<file path="src/rtl/ttmr_pkg.sv">
package ttmr_pkg;
  // word index (byte address / 4) of each register group's channel 0 entry
  localparam int WORD_CLK = 0;
  localparam int WORD_CNT = 3;
  localparam int WORD_VAL = 6;
  localparam int WORD_INT = 9;
  localparam int WORD_ISR = 21;
  localparam int WORD_IER = 24;

  // counter-control bit positions
  localparam int CC_STOP  = 0;
  localparam int CC_INTV  = 1;
  localparam int CC_CLEAR = 4;
  localparam int CC_W     = 6;
endpackage

</file>
<file path="src/rtl/ttmr_prescaler.sv">
module ttmr_prescaler #(
  parameter int EXP_W = 4
) (
  input  logic             clk,
  input  logic             rst,
  input  logic             run,
  input  logic             psc_en,
  input  logic [EXP_W-1:0] psc_exp,
  input  logic             restart,
  output logic             tick
);
  localparam int DIV_W = 1 << EXP_W;

  logic [DIV_W-1:0] div_q;
  logic [DIV_W-1:0] limit;

  // 2^(exp+1)-1 as an all-ones mask
  assign limit = {DIV_W{1'b1}} >> (DIV_W - 1 - int'(psc_exp));
  assign tick  = run && (!psc_en || (div_q == limit));

  always_ff @(posedge clk) begin
    if (rst || restart) begin
      div_q <= '0;
    end else if (run && psc_en) begin
      div_q <= (div_q == limit) ? '0 : div_q + 1'b1;
    end
  end


  single_tick_chk: assert property (@(posedge clk) disable iff (rst)
    ($past(tick) && $past(psc_en) && psc_en && !$past(restart)) |-> !tick);
endmodule

</file>
<file path="src/rtl/ttmr_channel.sv">
module ttmr_channel
  import ttmr_pkg::*;
#(
  parameter int CNT_W = 16,
  parameter int EXP_W = 4
) (
  input  logic             clk,
  input  logic             rst,
  input  logic             clk_we,
  input  logic             cnt_we,
  input  logic             int_we,
  input  logic             ier_we,
  input  logic             isr_rd,
  input  logic [CNT_W-1:0] wdata,
  output logic [EXP_W+1:0] clk_ctl_o,
  output logic [CC_W-1:0]  cnt_ctl_o,
  output logic [CNT_W-1:0] count_o,
  output logic [CNT_W-1:0] interval_o,
  output logic             status_o,
  output logic             ier_o,
  output logic             irq_o
);
  localparam int CK_W = EXP_W + 2;

  logic [CK_W-1:0]  clk_ctl_q;
  logic [CC_W-1:0]  cnt_ctl_q;
  logic [CNT_W-1:0] count_q;
  logic [CNT_W-1:0] interval_q;
  logic             status_q;
  logic             ier_q;
  logic             clear_req;
  logic             tick;
  logic             at_limit;
  logic             evt;

  assign clear_req = cnt_we && wdata[CC_CLEAR];
  assign at_limit  = cnt_ctl_q[CC_INTV] && (count_q == interval_q);
  assign evt       = tick && at_limit && !clear_req;

  ttmr_prescaler #(.EXP_W(EXP_W)) u_psc (
    .clk     (clk),
    .rst     (rst),
    .run     (!cnt_ctl_q[CC_STOP]),
    .psc_en  (clk_ctl_q[0]),
    .psc_exp (clk_ctl_q[EXP_W:1]),
    .restart (clk_we || clear_req),
    .tick    (tick)
  );

  always_ff @(posedge clk) begin
    if (rst) begin
      clk_ctl_q  <= '0;
      cnt_ctl_q  <= CC_W'(1);
      interval_q <= '0;
      ier_q      <= 1'b0;
    end else begin
      if (clk_we) clk_ctl_q <= wdata[CK_W-1:0];
      if (cnt_we) cnt_ctl_q <= {wdata[5], 1'b0, wdata[3:0]};
      if (int_we) interval_q <= wdata;
      if (ier_we) ier_q <= wdata[0];
    end
  end

  always_ff @(posedge clk) begin
    if (rst || clear_req) begin
      count_q <= '0;
    end else if (tick) begin
      count_q <= at_limit ? '0 : count_q + 1'b1;
    end
  end

  always_ff @(posedge clk) begin
    if (rst) begin
      status_q <= 1'b0;
    end else if (isr_rd) begin
      status_q <= evt;
    end else if (evt) begin
      status_q <= 1'b1;
    end
  end

  assign clk_ctl_o  = clk_ctl_q;
  assign cnt_ctl_o  = cnt_ctl_q;
  assign count_o    = count_q;
  assign interval_o = interval_q;
  assign status_o   = status_q;
  assign ier_o      = ier_q;
  assign irq_o      = status_q && ier_q;


  clear_zero_chk: assert property (@(posedge clk) disable iff (rst)
    $past(clear_req) |-> (count_q == '0) && !cnt_ctl_q[CC_CLEAR]);


  stop_hold_chk: assert property (@(posedge clk) disable iff (rst)
    ($past(cnt_ctl_q[CC_STOP]) && !$past(cnt_we)) |-> $stable(count_q));


  intv_flag_chk: assert property (@(posedge clk) disable iff (rst)
    $past(evt) |-> status_o);


  read_clear_chk: assert property (@(posedge clk) disable iff (rst)
    ($past(isr_rd) && !$past(evt)) |-> !status_o);


  free_wrap_chk: assert property (@(posedge clk) disable iff (rst)
    ($past(tick) && !$past(cnt_ctl_q[CC_INTV]) && !$past(clear_req) &&
     ($past(count_q) == {CNT_W{1'b1}}) && !$past(isr_rd))
    |-> (count_q == '0) && (status_o == $past(status_o)));
endmodule

</file>
<file path="src/rtl/trio_interval_timer.sv">
module trio_interval_timer
  import ttmr_pkg::*;
#(
  parameter int NUM_CH = 3,
  parameter int CNT_W  = 16,
  parameter int EXP_W  = 4,
  parameter int ADDR_W = 8,
  parameter int DATA_W = 32
) (
  input  logic              clk,
  input  logic              rst,
  input  logic [ADDR_W-1:0] addr,
  input  logic              wr_en,
  input  logic [DATA_W-1:0] wr_data,
  input  logic              rd_en,
  output logic [DATA_W-1:0] rd_data,
  output logic [NUM_CH-1:0] irq
);
  localparam int WA_W = ADDR_W - 2;
  localparam int CK_W = EXP_W + 2;

  logic [WA_W-1:0]   word;
  logic [CK_W-1:0]   clk_ctl [NUM_CH];
  logic [CC_W-1:0]   cnt_ctl [NUM_CH];
  logic [CNT_W-1:0]  count   [NUM_CH];
  logic [CNT_W-1:0]  intv    [NUM_CH];
  logic [NUM_CH-1:0] status;
  logic [NUM_CH-1:0] ier;
  logic [DATA_W-1:0] rd_mux;
  logic [DATA_W-1:0] rd_q;
  logic              unused_bits;

  assign word        = addr[ADDR_W-1:2];
  assign unused_bits = ^{wr_data[DATA_W-1:CNT_W], addr[1:0]};

  for (genvar k = 0; k < NUM_CH; k++) begin : g_ch
    ttmr_channel #(.CNT_W(CNT_W), .EXP_W(EXP_W)) u_ch (
      .clk        (clk),
      .rst        (rst),
      .clk_we     (wr_en && (word == WA_W'(WORD_CLK + k))),
      .cnt_we     (wr_en && (word == WA_W'(WORD_CNT + k))),
      .int_we     (wr_en && (word == WA_W'(WORD_INT + k))),
      .ier_we     (wr_en && (word == WA_W'(WORD_IER + k))),
      .isr_rd     (rd_en && (word == WA_W'(WORD_ISR + k))),
      .wdata      (wr_data[CNT_W-1:0]),
      .clk_ctl_o  (clk_ctl[k]),
      .cnt_ctl_o  (cnt_ctl[k]),
      .count_o    (count[k]),
      .interval_o (intv[k]),
      .status_o   (status[k]),
      .ier_o      (ier[k]),
      .irq_o      (irq[k])
    );
  end

  always_comb begin
    rd_mux = '0;
    for (int k = 0; k < NUM_CH; k++) begin
      if (word == WA_W'(WORD_CLK + k)) rd_mux = DATA_W'(clk_ctl[k]);
      if (word == WA_W'(WORD_CNT + k)) rd_mux = DATA_W'(cnt_ctl[k]);
      if (word == WA_W'(WORD_VAL + k)) rd_mux = DATA_W'(count[k]);
      if (word == WA_W'(WORD_INT + k)) rd_mux = DATA_W'(intv[k]);
      if (word == WA_W'(WORD_ISR + k)) rd_mux = DATA_W'(status[k]);
      if (word == WA_W'(WORD_IER + k)) rd_mux = DATA_W'(ier[k]);
    end
  end

  always_ff @(posedge clk) begin
    if (rst) begin
      rd_q <= '0;
    end else if (rd_en) begin
      rd_q <= rd_mux;
    end
  end

  assign rd_data = rd_q;


  rd_hold_chk: assert property (@(posedge clk) disable iff (rst)
    !$past(rd_en) |-> $stable(rd_data));


  irq_gate_chk: assert property (@(posedge clk) disable iff (rst)
    (irq & ~status) == '0);
endmodule

</file>
<file path="config.mk">
export PLATFORM = sky130hd
export DESIGN_NAME = trio_interval_timer
export DESIGN_NICKNAME = d
export VERILOG_FILES = /design/src/rtl/ttmr_pkg.sv /design/src/rtl/ttmr_prescaler.sv /design/src/rtl/ttmr_channel.sv /design/src/rtl/trio_interval_timer.sv
export SDC_FILE = /design/constraint.sdc
export NUM_CORES = 1
export LEC_CHECK = 0
export BUFFER_PORTS_ARGS = -buffer_cell sky130_fd_sc_hd__buf_4
export CAP_MARGIN = 0
export CORE_MARGIN = 4
export CORE_UTILIZATION = 54
export CTS_BUF_LIST = sky130_fd_sc_hd__clkbuf_8
export CTS_CLUSTER_SIZE = 30
export DETAILED_ROUTE_END_ITERATION = 6
export GPL_TIMING_DRIVEN = 0
export PLACE_DENSITY_LB_ADDON = 0.2
export SYNTH_ARGS = -nofsm -noshare
export SYNTH_HDL_FRONTEND = slang
export SYNTH_SLANG_ARGS = --single-unit
</file>
<file path="constraint.sdc">
create_clock -name clk -period 2.69 [get_ports clk]
set_input_delay 0.538 -clock clk [delete_from_list [all_inputs] [get_ports clk]]
set_output_delay 0.538 -clock clk [all_outputs]
set_load 0.1 [all_outputs]
</file>
==> flow_summary.toml, run 1 <==
[critical_path]
startpoint_type = "input port"
path_cells = "buf_4, clkbuf_1, nor4b_1, a222oi_1, a22oi_1, nor2b_1, o21ai_0, o211ai_1, a21oi_1"
path_class = "input port to register"
crit_path_end_kind = "register"
max_stage_delay_ns = 0.66
required_ns = 3.10
slowest_stage = "nor4b_1"
worst-path-buf-inv = 2
cpLargestDelayFamily = "compound AO/OA/AOI/OAI gates"
worstPathArrival_ns = 3.05
worstPathMaxFanout = 10

[timing]
skew_ns = 0.0209
period_needed_ns = 2.64
maxSlewViolCount = 0
rsz0062_at_grt = "true"
fmax_mhz = 379
hold_viol = 0
hold_slack_ns = 0.335
final-setup-viol-count = 0
tightest_slew_ns = 0.811
final.period_utilization_pct = 98.2
relSlewSlack_pct = 45.8

[detailed_routing]
drc = 1
viasPerCell = 6.16
num_vias = 11218
drtPass1Iterations = 7
ant_nets = 0
drt-total-wl_um = 33600
drt_iter0_markers = 980
wl_per_cell_um = 18.4

[power]
p_seq_share_pct = 55.1
pwr-share-comb_pct = 8.0
p_sw_share_pct = 28.7
p_leak_uw = 0.00465
clockPowerShare_pct = 36.9
netSwitchingPower_uw = 1540
powerDensity_nw_per_um2 = 418
peakVddDrop_uv = 315
power.internal_uw = 3820
finalPower_uw = 5370

[layout]
fin_cells = 1822
drive_above_1_share_pct = 13.1
n_antenna_cell = 0
area_growth_pct = 12.8
postLayoutCoreUtil_pct = 62.6
num-nets-final = 1589

[placement]
port_buffers = 35
dp.cells = 1787
dpl.hpwl_um = 24400
gp_congestion = 0.955

[global_routing]
grt_max_degree = 20
antenna_found_initial = 0
gr-total-overflow = 0
track_usage_pct = 27.6
grt_pass1_vias = 10349
grt_pass1_wl_um = 53600

[clock_tree]
path_clk_slew_ns = 0.11
cts_buffers = 17
cts_buffer_depth = 2
tritoncts = "done"
hold_buffers = 0
htree_num_levels = 4
cts_root_buffer = "clkbuf_8"
clk_latency_ns = 0.48
cts.sinks = 199

[synth]
synth-compound-area-share_pct = 19.9
synth_cell_types = 74
synth_fa_ha_area_share_pct = 0.660
synth-seq-cells = 199
synth.most_common_cell = "dfxtp_1"
ys_seq_area_share_pct = 35.0
synth-xor-area-share_pct = 7.93
synth_area_um2 = 11400
syn-instance-count = 1467
yosys.area.top_type_share_pct = 35.0
synth_area_leaders = "dfxtp_1 35%, a21oi_1 6.8%, nand2_1 6.3%"
yosys_warnings = 0
synth_edf_count = 0
synth.mux.area_fraction_pct = 2.96
synthSimpleGateAreaFrac_pct = 26.8
async_flop_share_pct = 0
synth_top_family_by_area = "simple AND/OR/NAND/NOR gates"
synth.top_cells.by_count = "199 x dfxtp_1, 191 x nand2_1, 154 x a21oi_1, 131 x nor2_1, 81 x clkbuf_1"
synth_area_per_cell_um2 = 7.75
synth.largest_area_cell = "dfxtp_1"
synth-main-ff-cell = "dfxtp_1"

[worst_hold_path]
hold_class = "input port to register"

[die]
coreArea_um2 = 20500
start_util_pct = 55.5
die_w_um = 153
die_h_um = 153
io_pins = 79
rows = 52
die_area_um2 = 23500

[job]
cap_violations = 0

[run_status]
status = "complete, but fails checks"
failed_checks = "DRC"
[worst register-to-register path, stage by stage, from the launching register on]
cell      delay [ns]
dfxtp_4         0.38
buf_8           0.13
buf_8           0.13
a2111o_1        0.37
a22oi_2         0.19
nand3b_1        0.12
o32a_4          0.44
buf_6           0.15
or4_4           0.51
a21oi_2         0.14
[per-stage QoR]
step	worst slack [ns]	TNS [ns]	area, um2
final	0.0489	0	12800
after global routing	-0.0222	-0.0364	12800
after CTS	0.00193	0	12600
after detailed placement	-0.753	-69.25	12000
after global placement	-0.659	-65.62	12000
after floorplan	0.112	0	11400
[cells by family after synthesis]
group                    Yosys count
XOR/XNOR                         103
AND/OR/NAND/NOR                  609
flip-flops                       199
buffers and inverters            157
multiplexers                      33
AO/OA/AOI/OAI                    359
adder cells (fa/ha/maj)            6
other                              1
[layout make-up]
class / instances / area (um2)
fill: 1861 / 7670
multi-input combinational: 1126 / 6950
sequential: 199 / 4000
buffer: 126 / 723
tap: 270 / 338
timing repair buffer: 43 / 327
clock buffer: 17 / 234
clock inverter: 15 / 161
inverter: 26 / 97.6
[cells in the final DEF, fill, tap and decap left out, types with 9 or more instances in the layout]
cell type	synthesis	layout
o21ai_0	34	32
buf_4	25	73
o31ai_1	18	17
clkbuf_1	81	60
and2_1	17	17
o22ai_1	11	11
xnor2_1	57	57
nor2b_1	12	12
clkbuf_2	0	10
nand2_1	191	191
nand2b_1	16	16
nor3_1	24	20
inv_1	26	26
dfxtp_1	199	191
nand3_1	71	69
nor4_1	14	10
mux2i_1	28	28
nand4_1	26	26
or3_1	18	18
a31oi_1	20	20
nor2_1	131	126
a22oi_1	35	34
xor2_1	46	46
clkbuf_8	0	17
a21oi_1	154	147
conb_1	1	16
and3_1	18	18
or4_1	20	16
and4_1	9	9
[power groups by stage]
stage / Combinational, uW / Clock, uW / Sequential (uW)
after floorplan: 268 / 0 / 3040
after global placement: 397 / 0 / 3030
after detailed placement: 400 / 0 / 3030
after CTS: 408 / 2000 / 2960
after global routing: 446 / 2130 / 2960
final: 428 / 1980 / 2960
[worst paths after layout]
| path | start | end | slack [ns] | cells after the start |
|---|---|---|---|---|
| worst min register to register | g_ch[2].u_ch.clk_ctl_o[5] | g_ch[2].u_ch.clk_ctl_o[5] | 0.47 | 2 |
| worst max-delay path | addr[4] | rd_data[0] | 0.05 | 9 |
| worst min-delay path | wr_data[10] | g_ch[1].u_ch.interval_o[10] | 0.34 | 3 |
| worst max register to register | g_ch[1].u_ch.clk_ctl_o[3] | g_ch[1].u_ch.count_o[12] | 0.06 | 9 |
[repair_timing]
| action | CTS | global route |
|---|---|---|
| pin swaps | 8 | 20 |
| gates resized for setup | 36 | 85 |
| setup endpoints to repair | 102 | 101 |
| endpoints found under the hold margin | 0 | 0 |
| setup buffers | 5 | 2 |
| gates cloned | 0 | 1 |
[per-layer routing]
layer  wire length, um  vias to the layer above  track usage [%]
li1                  -                     5357                -
met1             13900                     5276             37.7
met2             15400                      513             43.0
met3              3290                       72             6.70
met4               985                        0             8.99
met5                 0                        -                0
[sequential cells by signal, indices dropped and copies added (netlist names)]
register               count
g_ch.u_ch.count_o         48
g_ch.u_ch.interval_o      48
g_ch.u_ch.u_psc.div_q     48
g_ch.u_ch.clk_ctl_o       18
rd_data                   16
g_ch.u_ch.cnt_ctl_o       15
g_ch.u_ch.ier_o            3
g_ch.u_ch.status_o         3
No activity file was read; power rests on OpenSTA's default activity.
==> inputs of run 2 (changes only) <==
ABC_AREA = 1   (was unset)
CORE_MARGIN = unset   (was 4)
==> flow_summary.toml, run 2 <==
[die]
die_w_um = 150
die_area_um2 = 22400
die_h_um = 150
io_pins = 79
start_util_pct = 55.6
rows = 53
coreArea_um2 = 21200

[synth]
ys_seq_area_share_pct = 33.8
synth-seq-cells = 199
synth_cell_types = 58
synth_area_um2 = 11800
syn-instance-count = 1746
synth.largest_area_cell = "dfxtp_1"
yosys_warnings = 0
synth_area_leaders = "dfxtp_1 34%, nand2_1 9.3%, nor2_1 7.2%"
async_flop_share_pct = 0
synth-main-ff-cell = "dfxtp_1"
synth.top_cells.by_count = "291 x nand2_1, 227 x nor2_1, 199 x dfxtp_1, 192 x inv_1, 153 x a21oi_1"
synth_edf_count = 0
yosys.area.top_type_share_pct = 33.8
synth_area_per_cell_um2 = 6.76
synth.most_common_cell = "nand2_1"

[clock_tree]
htree_num_levels = 4
tritoncts = "done"
cts_root_buffer = "clkbuf_8"
path_clk_slew_ns = 0.11
cts.sinks = 199
ctsResizeCount = 0
cts_buffers = 17
cts_buffer_depth = 2
post_cts_buffers = 0
clk_latency_ns = 0.48
hold_buffers = 0

[global_routing]
grtUsageMet3_pct = 4.51
grt_pass1_wl_um = 53900
grt_pass1_vias = 10730
gr-total-overflow = 0
antenna_found_initial = 1
top_usage_layer = "met2"
met1_usage_pct = 42.1
use_met2_pct = 48.7
track_usage_pct = 30.6
grt_max_degree = 18

[critical_path]
path_cells = "nor2_1, o21ai_0, xor2_1, nand3_1, nor4_2, nand4_2, nand2_4, nand2_4, buf_6, nand2_1, a21oi_1"
startpoint = "g_ch[0].u_ch.clk_ctl_o[1]"
path_common_cell = "nand2_4"
required_ns = 3.02
worstPathArrival_ns = 2.70
path_class = "register to register"
r2r_start = "g_ch[0].u_ch.clk_ctl_o[1]"
slowest_stage = "nor2_1"
startpoint_type = "register"
crit_path_end_kind = "register"
max_stage_delay_ns = 0.37
worstPathMaxFanout = 10
reg2reg_depth = 11

[layout]
fin_area_um2 = 12900
final_cell_mix = "291 x nand2_1, 227 x nor2_1, 199 x dfxtp_1, 193 x inv_1, 153 x a21oi_1"
final_common_cell = "nand2_1"
num-nets-final = 1870
n_antenna_cell = 0
area_growth_pct = 9.15
fin_cells = 2108
drive_above_1_share_pct = 10.1

[power]
powerDensity_nw_per_um2 = 414
finalPower_uw = 5320
p_sw_share_pct = 27.7
pwr-share-comb_pct = 8.1
clockPowerShare_pct = 36.2
p_seq_share_pct = 55.7
peakVddDrop_uv = 264
p_leak_uw = 0.00512
netSwitchingPower_uw = 1480
power.internal_uw = 3850

[detailed_routing]
wl_per_cell_um = 15.9
num_vias = 11684
drtPass1Iterations = 7
viasPerCell = 5.54
drt-total-wl_um = 33600
drc = 3
ant_nets = 0
drt_iter0_markers = 1065

[timing]
period_needed_ns = 2.37
fmax_mhz = 421
tightest_slew_ns = 0.798
rsz0062_at_grt = "false"
maxSlewViolCount = 0
final-setup-viol-count = 0
finalSetupTns_ns = 0
hold_slack_ns = 0.328
skew_ns = 0.0176
relSlewSlack_pct = 46.5
final.period_utilization_pct = 88.3
hold_viol = 0

[placement]
dp.cells = 2076
port_buffers = 40
dpl.hpwl_um = 25800
gp_congestion = 0.992
placed_cell_area_um2 = 12500

[worst_hold_path]
hold_class = "input port to register"
worstHoldStart = "wr_data[14]"
whs_path_depth = 3

[run_status]
failed_checks = "DRC"
status = "complete, but fails checks"

[job]
cap_violations = 0
-- run 2: cell types whose count changed in the layout (fill, tap and decap cells not counted), sizes merged, moves of 39 or more --
cell,previous run,this run
clkbuf,92,53
inv,33,215
nand2,191,304
nor2,131,242
o21ai,38,140
xnor2,57,15
xor2,46,87
-- run 2: cell families (layout without fill, tap and decap cells) --
logic type      after synthesis  after routing  synth area share, %
compound gates              340            340                 15.6
buf+inv                     289            361                 10.3
simple gates                809            809                 31.9
fa+ha+maj                     6              6                0.636
xor+xnor                    102            102                 7.64
other cells                   1             16               0.0318
flops                       199            199                 33.8
-- run 2: stage by stage --
| stage | setup slack [ns] | utilization [%] |
|---|---|---|
| 6_report | 0.316 | 60.7 |
| 3_5_place_dp | -0.0747 | 58.9 |
| 2_1_floorplan | 0.659 | - |
| 4_1_cts | 0.305 | 60.7 |
| 5_1_grt | 0.0963 | 60.7 |
| 3_3_place_gp | -0.0836 | 58.9 |
-- run 2: final cells by class --
| class | count | area, um2 |
|---|---|---|
| Timing Repair Buffer | 40 | 300 |
| Sequential cell | 199 | 3980 |
| Clock inverter | 13 | 118 |
| Fill cell | 2082 | 8350 |
| Multi-Input combinational cell | 1273 | 6650 |
| Tap cell | 275 | 344 |
| Clock buffer | 19 | 262 |
| Inverter | 214 | 808 |
| Buffer | 75 | 412 |
-- run 2: power by group through the flow --
stage | clock network [uW] | logic (uW) | registers, uW
floorplan | 0 | 281 | 3050
global placement | 0 | 421 | 3030
detailed placement | 0 | 422 | 3030
CTS | 1960 | 423 | 2970
global route | 2060 | 460 | 2970
finish | 1930 | 432 | 2970
-- run 2: final timing paths --
check                                                    to  slack [ns]
worst min-delay path            g_ch[1].u_ch.interval_o[14]        0.33
worst max register to register      g_ch[0].u_ch.count_o[4]        0.32
worst max-delay path                g_ch[0].u_ch.count_o[4]        0.32
worst min register to register                   rd_data[2]        0.47
-- run 2: per-layer routing --
metal	routed length, um	up-vias
li1	-	5881
met5	10	-
met1	15200	5275
met2	15100	465
met3	2520	61
met4	849	2
-- run 2: worst max-delay path, delay by kind of cell (launching register included) --
| family | cells | cell delay [ns] |
|---|---|---|
| compound gates | 2 | 0.23 |
| xor+xnor | 1 | 0.24 |
| buf+inv | 1 | 0.15 |
| flops | 1 | 0.36 |
| simple gates | 7 | 1.25 |
